===== config.mk =====
export PLATFORM = sky130hd
export DESIGN_NAME = async_rx_os
export DESIGN_NICKNAME = d
export VERILOG_FILES = /design/src/rtl/arx_pkg.sv /design/src/rtl/arx_sync.sv /design/src/rtl/arx_timer.sv /design/src/rtl/arx_framer.sv /design/src/rtl/arx_hold.sv /design/src/rtl/async_rx_os.sv
export SDC_FILE = /design/constraint.sdc
export NUM_CORES = 1
export LEC_CHECK = 0
export ABC_AREA = 1
export BUFFER_PORTS_ARGS = -buffer_cell sky130_fd_sc_hd__buf_2
export CAP_MARGIN = 5
export CORE_AREA = 2 2 79 73
export CTS_BUF_LIST = sky130_fd_sc_hd__clkbuf_8
export CTS_CLUSTER_DIAMETER = 30
export DETAILED_ROUTE_END_ITERATION = 7
export DIE_AREA = 0 0 81 75
export MAX_ROUTING_LAYER = met4
export PLACE_DENSITY = 0.75
export SYNTH_ARGS = -nofsm -noshare
export SYNTH_HDL_FRONTEND = slang
export SYNTH_SLANG_ARGS = --single-unit

===== constraint.sdc =====
create_clock -name clk_i -period 1.7 [get_ports clk_i]
set_clock_uncertainty 0.05 [all_clocks]
set_input_delay 0.085 -clock clk_i [delete_from_list [all_inputs] [get_ports clk_i]]
set_output_delay 0.085 -clock clk_i [all_outputs]
set_load 0.05 [all_outputs]

===== src/rtl/arx_pkg.sv =====
package arx_pkg;

  localparam int CHAR_W = 8;

  typedef enum logic [2:0] {
    S_IDLE  = 3'd0,
    S_START = 3'd1,
    S_DATA  = 3'd2,
    S_PAR   = 3'd3,
    S_STOP  = 3'd4,
    S_MARK  = 3'd5
  } arx_state_e;

  typedef struct packed {
    logic [CHAR_W-1:0] data;
    logic              par_err;
    logic              frm_err;
    logic              brk;
  } arx_char_t;

endpackage


===== src/rtl/arx_sync.sv =====
module arx_sync #(
  parameter int STAGES = 2
) (
  input  logic clk_i,
  input  logic rst_ni,
  input  logic d_i,
  output logic q_o
);
  logic [STAGES-1:0] sr_q;
  logic [STAGES-1:0] sr_d;

  always_comb begin
    sr_d = {sr_q[STAGES-2:0], d_i};
  end

  // resets to the idle (mark) level
  always_ff @(posedge clk_i or negedge rst_ni) begin
    if (!rst_ni) sr_q <= '1;
    else         sr_q <= sr_d;
  end

  assign q_o = sr_q[STAGES-1];
endmodule


===== src/rtl/arx_timer.sv =====
module arx_timer #(
  parameter int OS_MID = 16,
  parameter int OS_HI  = 64
) (
  input  logic       clk_i,
  input  logic       rst_ni,
  input  logic       tick_i,
  input  logic       restart_i,
  input  logic [1:0] mult_i,
  output logic       strobe_o
);
  localparam int CW = $clog2(OS_HI);

  logic [CW-1:0] cnt_q, cnt_d;
  logic [CW-1:0] period_m1, first_m1;

  always_comb begin
    unique case (mult_i)
      2'd0: begin
        period_m1 = '0;
        first_m1  = '0;
      end
      2'd1: begin
        period_m1 = CW'(OS_MID - 1);
        first_m1  = CW'(OS_MID / 2 - 1);
      end
      default: begin
        period_m1 = CW'(OS_HI - 1);
        first_m1  = CW'(OS_HI / 2 - 1);
      end
    endcase
  end

  always_comb begin
    cnt_d = cnt_q;
    if (tick_i) begin
      if (restart_i)         cnt_d = first_m1;
      else if (cnt_q == '0)  cnt_d = period_m1;
      else                   cnt_d = cnt_q - 1'b1;
    end
  end

  always_ff @(posedge clk_i or negedge rst_ni) begin
    if (!rst_ni) cnt_q <= '0;
    else         cnt_q <= cnt_d;
  end

  assign strobe_o = tick_i && !restart_i && (cnt_q == '0);
endmodule


===== src/rtl/arx_framer.sv =====
module arx_framer
  import arx_pkg::*;
(
  input  logic       clk_i,
  input  logic       rst_ni,
  input  logic       tick_i,
  input  logic       rx_i,
  input  logic       strobe_i,
  input  logic [1:0] mult_i,
  input  logic [1:0] len_sel_i,
  input  logic       par_en_i,
  input  logic       par_odd_i,
  output logic       restart_o,
  output logic       done_o,
  output arx_char_t  char_o
);
  arx_state_e        state_q, state_d;
  logic [2:0]        idx_q, idx_d;
  logic [CHAR_W-1:0] shf_q, shf_d;
  logic              pbit_q, pbit_d;
  logic              ones_q, ones_d;
  logic              done_q, done_d;
  arx_char_t         char_q, char_d;
  logic [2:0]        last_idx;

  assign last_idx = 3'd4 + {1'b0, len_sel_i};

  always_comb begin
    state_d   = state_q;
    idx_d     = idx_q;
    shf_d     = shf_q;
    pbit_d    = pbit_q;
    ones_d    = ones_q;
    done_d    = 1'b0;
    char_d    = char_q;
    restart_o = 1'b0;
    unique case (state_q)
      S_IDLE: begin
        if (tick_i && !rx_i) begin
          restart_o = 1'b1;
          shf_d     = '0;
          idx_d     = '0;
          pbit_d    = 1'b0;
          ones_d    = 1'b0;
          // at 1X the edge tick itself is the start sample
          state_d   = (mult_i == 2'd0) ? S_DATA : S_START;
        end
      end
      S_START: begin
        if (strobe_i) state_d = rx_i ? S_IDLE : S_DATA;
      end
      S_DATA: begin
        if (strobe_i) begin
          shf_d[idx_q] = rx_i;
          ones_d       = ones_q | rx_i;
          if (idx_q == last_idx) state_d = par_en_i ? S_PAR : S_STOP;
          else                   idx_d   = idx_q + 1'b1;
        end
      end
      S_PAR: begin
        if (strobe_i) begin
          pbit_d  = rx_i;
          ones_d  = ones_q | rx_i;
          state_d = S_STOP;
        end
      end
      S_STOP: begin
        if (strobe_i) begin
          done_d         = 1'b1;
          char_d.data    = shf_q;
          char_d.par_err = par_en_i & ((^shf_q) ^ pbit_q ^ par_odd_i);
          char_d.frm_err = !rx_i;
          char_d.brk     = !rx_i && !ones_q;
          state_d        = rx_i ? S_IDLE : S_MARK;
        end
      end
      S_MARK: begin
        if (tick_i && rx_i) state_d = S_IDLE;
      end
      default: state_d = S_IDLE;
    endcase
  end

  always_ff @(posedge clk_i or negedge rst_ni) begin
    if (!rst_ni) begin
      state_q <= S_IDLE;
      idx_q   <= '0;
      shf_q   <= '0;
      pbit_q  <= 1'b0;
      ones_q  <= 1'b0;
      done_q  <= 1'b0;
      char_q  <= '0;
    end else begin
      state_q <= state_d;
      idx_q   <= idx_d;
      shf_q   <= shf_d;
      pbit_q  <= pbit_d;
      ones_q  <= ones_d;
      done_q  <= done_d;
      char_q  <= char_d;
    end
  end

  assign done_o = done_q;
  assign char_o = char_q;
endmodule


===== src/rtl/arx_hold.sv =====
module arx_hold
  import arx_pkg::*;
(
  input  logic              clk_i,
  input  logic              rst_ni,
  input  logic              done_i,
  input  arx_char_t         char_i,
  input  logic              rd_i,
  input  logic              clr_i,
  output logic [CHAR_W-1:0] data_o,
  output logic              rdy_o,
  output logic              par_err_o,
  output logic              ovr_err_o,
  output logic              frm_err_o,
  output logic              brk_o
);
  logic [CHAR_W-1:0] data_q, data_d;
  logic              rdy_q, rdy_d;
  logic [3:0]        flg_q, flg_d, flg_set;

  always_comb begin
    data_d = done_i ? char_i.data : data_q;
    if (done_i)    rdy_d = 1'b1;
    else if (rd_i) rdy_d = 1'b0;
    else           rdy_d = rdy_q;
    flg_set = '0;
    if (done_i) begin
      flg_set[0] = char_i.par_err;
      flg_set[1] = rdy_q && !rd_i;
      flg_set[2] = char_i.frm_err;
      flg_set[3] = char_i.brk;
    end
    flg_d = (flg_q & {4{!clr_i}}) | flg_set;
  end

  always_ff @(posedge clk_i or negedge rst_ni) begin
    if (!rst_ni) begin
      data_q <= '0;
      rdy_q  <= 1'b0;
      flg_q  <= '0;
    end else begin
      data_q <= data_d;
      rdy_q  <= rdy_d;
      flg_q  <= flg_d;
    end
  end

  assign data_o    = data_q;
  assign rdy_o     = rdy_q;
  assign par_err_o = flg_q[0];
  assign ovr_err_o = flg_q[1];
  assign frm_err_o = flg_q[2];
  assign brk_o     = flg_q[3];
endmodule


===== src/rtl/async_rx_os.sv =====
module async_rx_os
  import arx_pkg::*;
#(
  parameter int OS_MID      = 16,
  parameter int OS_HI       = 64,
  parameter int SYNC_STAGES = 2
) (
  input  logic              clk_i,
  input  logic              rst_ni,
  input  logic              samp_en_i,
  input  logic              rx_i,
  input  logic [1:0]        mult_sel_i,
  input  logic [1:0]        len_sel_i,
  input  logic              par_en_i,
  input  logic              par_odd_i,
  input  logic              rd_i,
  input  logic              err_clr_i,
  output logic [CHAR_W-1:0] data_o,
  output logic              rdy_o,
  output logic              par_err_o,
  output logic              ovr_err_o,
  output logic              frm_err_o,
  output logic              brk_o
);
  logic [1:0] rst_pipe_q;
  logic       rst_n_int;
  logic       rx_s;
  logic       restart;
  logic       strobe;
  logic       char_done;
  arx_char_t  char_w;

  // reset asserts at once, releases on a clock edge
  always_ff @(posedge clk_i or negedge rst_ni) begin
    if (!rst_ni) rst_pipe_q <= '0;
    else         rst_pipe_q <= {rst_pipe_q[0], 1'b1};
  end
  assign rst_n_int = rst_pipe_q[1];

  arx_sync #(.STAGES(SYNC_STAGES)) u_sync (
    .clk_i (clk_i),
    .rst_ni(rst_n_int),
    .d_i   (rx_i),
    .q_o   (rx_s)
  );

  arx_timer #(.OS_MID(OS_MID), .OS_HI(OS_HI)) u_timer (
    .clk_i    (clk_i),
    .rst_ni   (rst_n_int),
    .tick_i   (samp_en_i),
    .restart_i(restart),
    .mult_i   (mult_sel_i),
    .strobe_o (strobe)
  );

  arx_framer u_framer (
    .clk_i    (clk_i),
    .rst_ni   (rst_n_int),
    .tick_i   (samp_en_i),
    .rx_i     (rx_s),
    .strobe_i (strobe),
    .mult_i   (mult_sel_i),
    .len_sel_i(len_sel_i),
    .par_en_i (par_en_i),
    .par_odd_i(par_odd_i),
    .restart_o(restart),
    .done_o   (char_done),
    .char_o   (char_w)
  );

  arx_hold u_hold (
    .clk_i    (clk_i),
    .rst_ni   (rst_n_int),
    .done_i   (char_done),
    .char_i   (char_w),
    .rd_i     (rd_i),
    .clr_i    (err_clr_i),
    .data_o   (data_o),
    .rdy_o    (rdy_o),
    .par_err_o(par_err_o),
    .ovr_err_o(ovr_err_o),
    .frm_err_o(frm_err_o),
    .brk_o    (brk_o)
  );
endmodule


==> impl_metrics.prom <==
# TYPE chip_impl_metric gauge
chip_impl_metric{name="global_route.usage.met1",unit="%"} 24.6
chip_impl_info{name="status",value="completed"} 1
chip_impl_metric{name="leakage",unit="nW"} 1.69
chip_impl_info{name="cts_root_buf",value="sky130_fd_sc_hd__clkbuf_8"} 1
chip_impl_metric{name="number_of_instances_in_the_synthesized_netlist",unit=""} 350
chip_impl_info{name="grt_setup_unrepaired",value="yes"} 1
chip_impl_metric{name="power_frac_comb",unit="%"} 38.6
chip_impl_metric{name="antennaDiodeCount",unit=""} 0
chip_impl_metric{name="placement_rows",unit=""} 25
chip_impl_metric{name="use_met3",unit="%"} 3.84
chip_impl_metric{name="hold_path_depth",unit=""} 2
chip_impl_metric{name="floorplan_die_area",unit="um^2"} 6080
chip_impl_metric{name="num-nets-final",unit=""} 412
chip_impl_metric{name="latest_clock_arrival_within_the_worst_skew_pair",unit="ps"} 310
chip_impl_metric{name="fin_tns_setup",unit="ps"} 0
chip_impl_metric{name="cellInternalPower",unit="mW"} 2.39
chip_impl_metric{name="finalWorstPathRequiredPeriod",unit="ps"} 1680
chip_impl_info{name="cts_tree",value="done"} 1
chip_impl_metric{name="finalHoldViolCount",unit=""} 0
chip_impl_metric{name="design.core.area",unit="um^2"} 5190
chip_impl_metric{name="report.final.slew_viol_count",unit=""} 0
chip_impl_info{name="grt.busiest_layer",value="met2"} 1
chip_impl_metric{name="globalRouteOverflowTotal",unit=""} 0
chip_impl_info{name="setup.worst_path.end_class",value="flop"} 1
chip_impl_info{name="worstSetupPathType",value="flop to flop"} 1
chip_impl_metric{name="die_w",unit="um"} 81
chip_impl_metric{name="first_global_vias",unit=""} 2194
chip_impl_metric{name="worst_r2r_path_depth",unit=""} 10
chip_impl_metric{name="gp_routability_congestion",unit=""} 0.898
chip_impl_metric{name="synth_fp_nets",unit=""} 364
chip_impl_metric{name="maximum_clock_path_buffer_count",unit=""} 2
chip_impl_metric{name="grt_max_degree",unit=""} 37
chip_impl_metric{name="antenna_found_initial",unit=""} 0
chip_impl_metric{name="use_met2",unit="%"} 33.5
chip_impl_metric{name="synth.lib_cells_used.distinct",unit=""} 34
chip_impl_metric{name="yosysSeqAreaShare",unit="%"} 47.5
chip_impl_metric{name="cp_data_arrival_time",unit="ps"} 1840
chip_impl_metric{name="ys_seq_elements",unit=""} 51
chip_impl_metric{name="cp.required",unit="ps"} 1850
chip_impl_metric{name="critical_path.max_fanout",unit=""} 14
chip_impl_metric{name="vias_per_cell",unit=""} 4.94
chip_impl_metric{name="fillers",unit=""} 467
chip_impl_metric{name="detailroute.via_count",unit=""} 2304
chip_impl_metric{name="multiInputGateArea",unit="um^2"} 1260
chip_impl_info{name="tightest_hold_check_type",value="primary input to flop"} 1
chip_impl_metric{name="fp.dieH",unit="um"} 75
chip_impl_metric{name="p_sw",unit="mW"} 1.45
chip_impl_metric{name="seqCellArea",unit="um^2"} 1280
chip_impl_metric{name="groute.usage.overall",unit="%"} 20.3
chip_impl_metric{name="final_util",unit="%"} 61.7
chip_impl_metric{name="final_layout_size_suffix_gt1_share",unit="%"} 21.8
chip_impl_metric{name="port_buffers",unit=""} 24
chip_impl_metric{name="syn-mean-instance-area",unit="um^2"} 7.69
chip_impl_metric{name="numClockSinks",unit=""} 51
chip_impl_info{name="crit_path_start_kind",value="flop"} 1
chip_impl_metric{name="seq_power_share",unit="%"} 39.5
chip_impl_metric{name="fmaxAchievable",unit="GHz"} 0.593
chip_impl_metric{name="maxCapViolCount",unit=""} 0
chip_impl_metric{name="cts.reportedPaths.clkPinSlew",unit="ps"} 100
chip_impl_metric{name="h-tree-depth",unit=""} 2
chip_impl_metric{name="initial_utilization",unit="%"} 51.8
chip_impl_metric{name="tritoncts.num_buffers",unit=""} 5
chip_impl_metric{name="grt_first_pass_wirelength",unit="um"} 9230
chip_impl_metric{name="drtAntennaViolNets",unit=""} 0
chip_impl_metric{name="fin_crit_sh",unit="%"} 99.1
chip_impl_metric{name="detailed_route_wire_length_per_cell",unit="um"} 11.8
chip_impl_metric{name="vdd.ir_drop.worst",unit="uV"} 740
chip_impl_metric{name="synthesis.yosys.warnings",unit=""} 0
chip_impl_metric{name="hpwl",unit="um"} 3890
chip_impl_metric{name="syn_area",unit="um^2"} 2690
chip_impl_metric{name="setup_violations",unit=""} 0
chip_impl_metric{name="drc",unit=""} 0
chip_impl_metric{name="1st_iter_drt_viols",unit=""} 93
chip_impl_metric{name="power.clock.fraction",unit="%"} 21.9
chip_impl_metric{name="fin_worst_hold_slack",unit="ps"} 16.6
chip_impl_metric{name="synthToLayoutAreaGrowth",unit="%"} 19.0
chip_impl_metric{name="pin_count",unit=""} 25
chip_impl_metric{name="drtPass1Iterations",unit=""} 4
chip_impl_metric{name="switching_share",unit="%"} 37.8
chip_impl_metric{name="power.density_cell_area",unit="nW/um^2"} 1200
chip_impl_metric{name="finalWirelength",unit="um"} 5490
[worst max-delay path, stage by stage (launching register included)]
cell and delay [ps]:
sky130_fd_sc_hd__dfrtp_1 400, sky130_fd_sc_hd__inv_2 80, sky130_fd_sc_hd__ha_4 130, sky130_fd_sc_hd__inv_2 40
sky130_fd_sc_hd__nor2_4 100, sky130_fd_sc_hd__nand4_1 140, sky130_fd_sc_hd__clkinv_2 150, sky130_fd_sc_hd__nand3_4 180
sky130_fd_sc_hd__buf_4 200, sky130_fd_sc_hd__nand2_1 60, sky130_fd_sc_hd__nand2_1 50
[registers in the layout, indices dropped and copies added, names as in the netlist]
signal            flops
u_framer.ones_q       1
u_hold.data_o         8
u_hold.rdy_o          1
u_sync.sr_q           2
u_timer.cnt_q         6
u_framer.state_q      3
u_framer.char_o      11
u_hold.flg_q          4
rst_pipe_q            2
u_framer.done_o       1
u_framer.pbit_q       1
u_framer.shf_q        8
u_framer.idx_q        3
[synth_stat cells]
| cell type | count | area share, % |
|---|---|---|
| sky130_fd_sc_hd__conb_1 | 1 | 0.14 |
| sky130_fd_sc_hd__or2_0 | 2 | 0.47 |
| sky130_fd_sc_hd__nand3_4 | 1 | 0.65 |
| sky130_fd_sc_hd__nand3_1 | 15 | 2.8 |
| sky130_fd_sc_hd__nand2_2 | 3 | 0.70 |
| sky130_fd_sc_hd__o22ai_1 | 1 | 0.23 |
| sky130_fd_sc_hd__o21ai_2 | 7 | 2.3 |
| sky130_fd_sc_hd__buf_2 | 1 | 0.19 |
| sky130_fd_sc_hd__xor2_1 | 4 | 1.3 |
| sky130_fd_sc_hd__xnor2_1 | 3 | 0.98 |
| sky130_fd_sc_hd__clkbuf_1 | 3 | 0.42 |
| sky130_fd_sc_hd__nor2_4 | 2 | 0.84 |
| sky130_fd_sc_hd__o41ai_1 | 1 | 0.33 |
| sky130_fd_sc_hd__o211ai_1 | 3 | 0.84 |
| sky130_fd_sc_hd__o221ai_1 | 2 | 0.65 |
| sky130_fd_sc_hd__a21oi_1 | 5 | 0.93 |
| sky130_fd_sc_hd__inv_1 | 39 | 5.4 |
| sky130_fd_sc_hd__nor2_8 | 1 | 0.74 |
| sky130_fd_sc_hd__nor2_1 | 15 | 2.1 |
| sky130_fd_sc_hd__o21ai_0 | 15 | 2.8 |
| sky130_fd_sc_hd__nor3_1 | 6 | 1.1 |
| sky130_fd_sc_hd__inv_2 | 3 | 0.42 |
| sky130_fd_sc_hd__nand4_1 | 2 | 0.47 |
| sky130_fd_sc_hd__nand2_4 | 2 | 0.84 |
| sky130_fd_sc_hd__dfrtp_1 | 49 | 46 |
| sky130_fd_sc_hd__or2_2 | 4 | 0.93 |
| sky130_fd_sc_hd__nor3_4 | 1 | 0.60 |
| sky130_fd_sc_hd__nor2_2 | 3 | 0.70 |
| sky130_fd_sc_hd__buf_6 | 1 | 0.42 |
| sky130_fd_sc_hd__dfstp_2 | 2 | 2.0 |
| sky130_fd_sc_hd__o32ai_1 | 1 | 0.33 |
| sky130_fd_sc_hd__ha_1 | 2 | 0.93 |
| sky130_fd_sc_hd__nand2_1 | 149 | 21 |
| sky130_fd_sc_hd__clkinv_1 | 1 | 0.14 |
[cell type report]
type / instances / area share [%]
Inverter: 43 / 5.08
Clock buffer: 5 / 2.15
Timing Repair Buffer: 46 / 9.61
Sequential cell: 51 / 40.0
Tap cell: 67 / 2.62
Clock inverter: 3 / 1.29
Multi-Input combinational cell: 251 / 39.3
[metal layers]
| metal | up-vias | part of all wire (%) |
|---|---|---|
| li1 | 1182 | - |
| met5 | - | 0 |
| met2 | 55 | 47 |
| met4 | 0 | 2.3 |
| met1 | 1054 | 46 |
| met3 | 13 | 4.9 |
[path summary, 6_finish.rpt]
check,start,endpoint,slack (ps)
worst max register to register,u_timer.cnt_q[1],u_framer.char_o[2],20
worst min-delay path,samp_en_i,u_timer.cnt_q[4],20
worst min register to register,rst_pipe_q[1],u_hold.flg_q[2],120
min in group asynchronous,rst_ni,rst_pipe_q[1],30
max in group asynchronous,rst_pipe_q[1],u_sync.sr_q[1],930
worst max-delay path,u_timer.cnt_q[1],u_framer.char_o[2],20
[metrics by stage]
step | area [um^2] | std cells | worst slack (ps) | power (mW)
2_1_floorplan | 2690 | 350 | 38.5 | 2.49
3_3_place_gp | 2960 | 446 | 55.0 | 2.79
3_5_place_dp | 2960 | 446 | -63.7 | 2.83
4_1_cts | 3170 | 464 | -3.53 | 3.81
5_1_grt | 3200 | 466 | -103 | 4.13
6_report | 3200 | 466 | 15.0 | 3.85
[cell families after synthesis]
| group | Yosys count | share of synthesized area (%) |
|---|---|---|
| XOR/XNOR | 7 | 2.28 |
| AND/OR/NAND/NOR | 206 | 33.7 |
| AO/OA/AOI/OAI | 35 | 8.37 |
| adder cells (fa/ha/maj) | 2 | 0.930 |
| buffers and inverters | 48 | 7.02 |
| flip-flops | 51 | 47.5 |
| other | 1 | 0.139 |
[power by group through the flow]
stage,logic [mW],registers [mW],clock network (mW)
4_1_cts,1.43,1.51,0.864
6_report,1.49,1.52,0.842
5_1_grt,1.67,1.54,0.916
2_1_floorplan,0.973,1.51,0
3_3_place_gp,1.27,1.52,0
3_5_place_dp,1.29,1.54,0
[layout by cell type, fill, tap and decap left out, types with 5 or more instances in the layout]
cell                       count
sky130_fd_sc_hd__o21ai_2       7
sky130_fd_sc_hd__nand3_1      15
sky130_fd_sc_hd__nor3_1        6
sky130_fd_sc_hd__inv_1        37
sky130_fd_sc_hd__nor2_1       15
sky130_fd_sc_hd__buf_2        24
sky130_fd_sc_hd__dfrtp_1      48
sky130_fd_sc_hd__nand2_1     147
sky130_fd_sc_hd__inv_2         6
sky130_fd_sc_hd__clkbuf_8      5
sky130_fd_sc_hd__buf_4        17
sky130_fd_sc_hd__o21ai_0      15
sky130_fd_sc_hd__a21oi_1       5
[timing repair]
action	CTS	global route
hold buffers	4	0
resized for setup	7	4
setup buffers	6	2
endpoints found under the setup margin	26	30
pin swaps	6	5
hold endpoints to repair	8	0
Note: power is estimated with default switching activity, not from simulation.
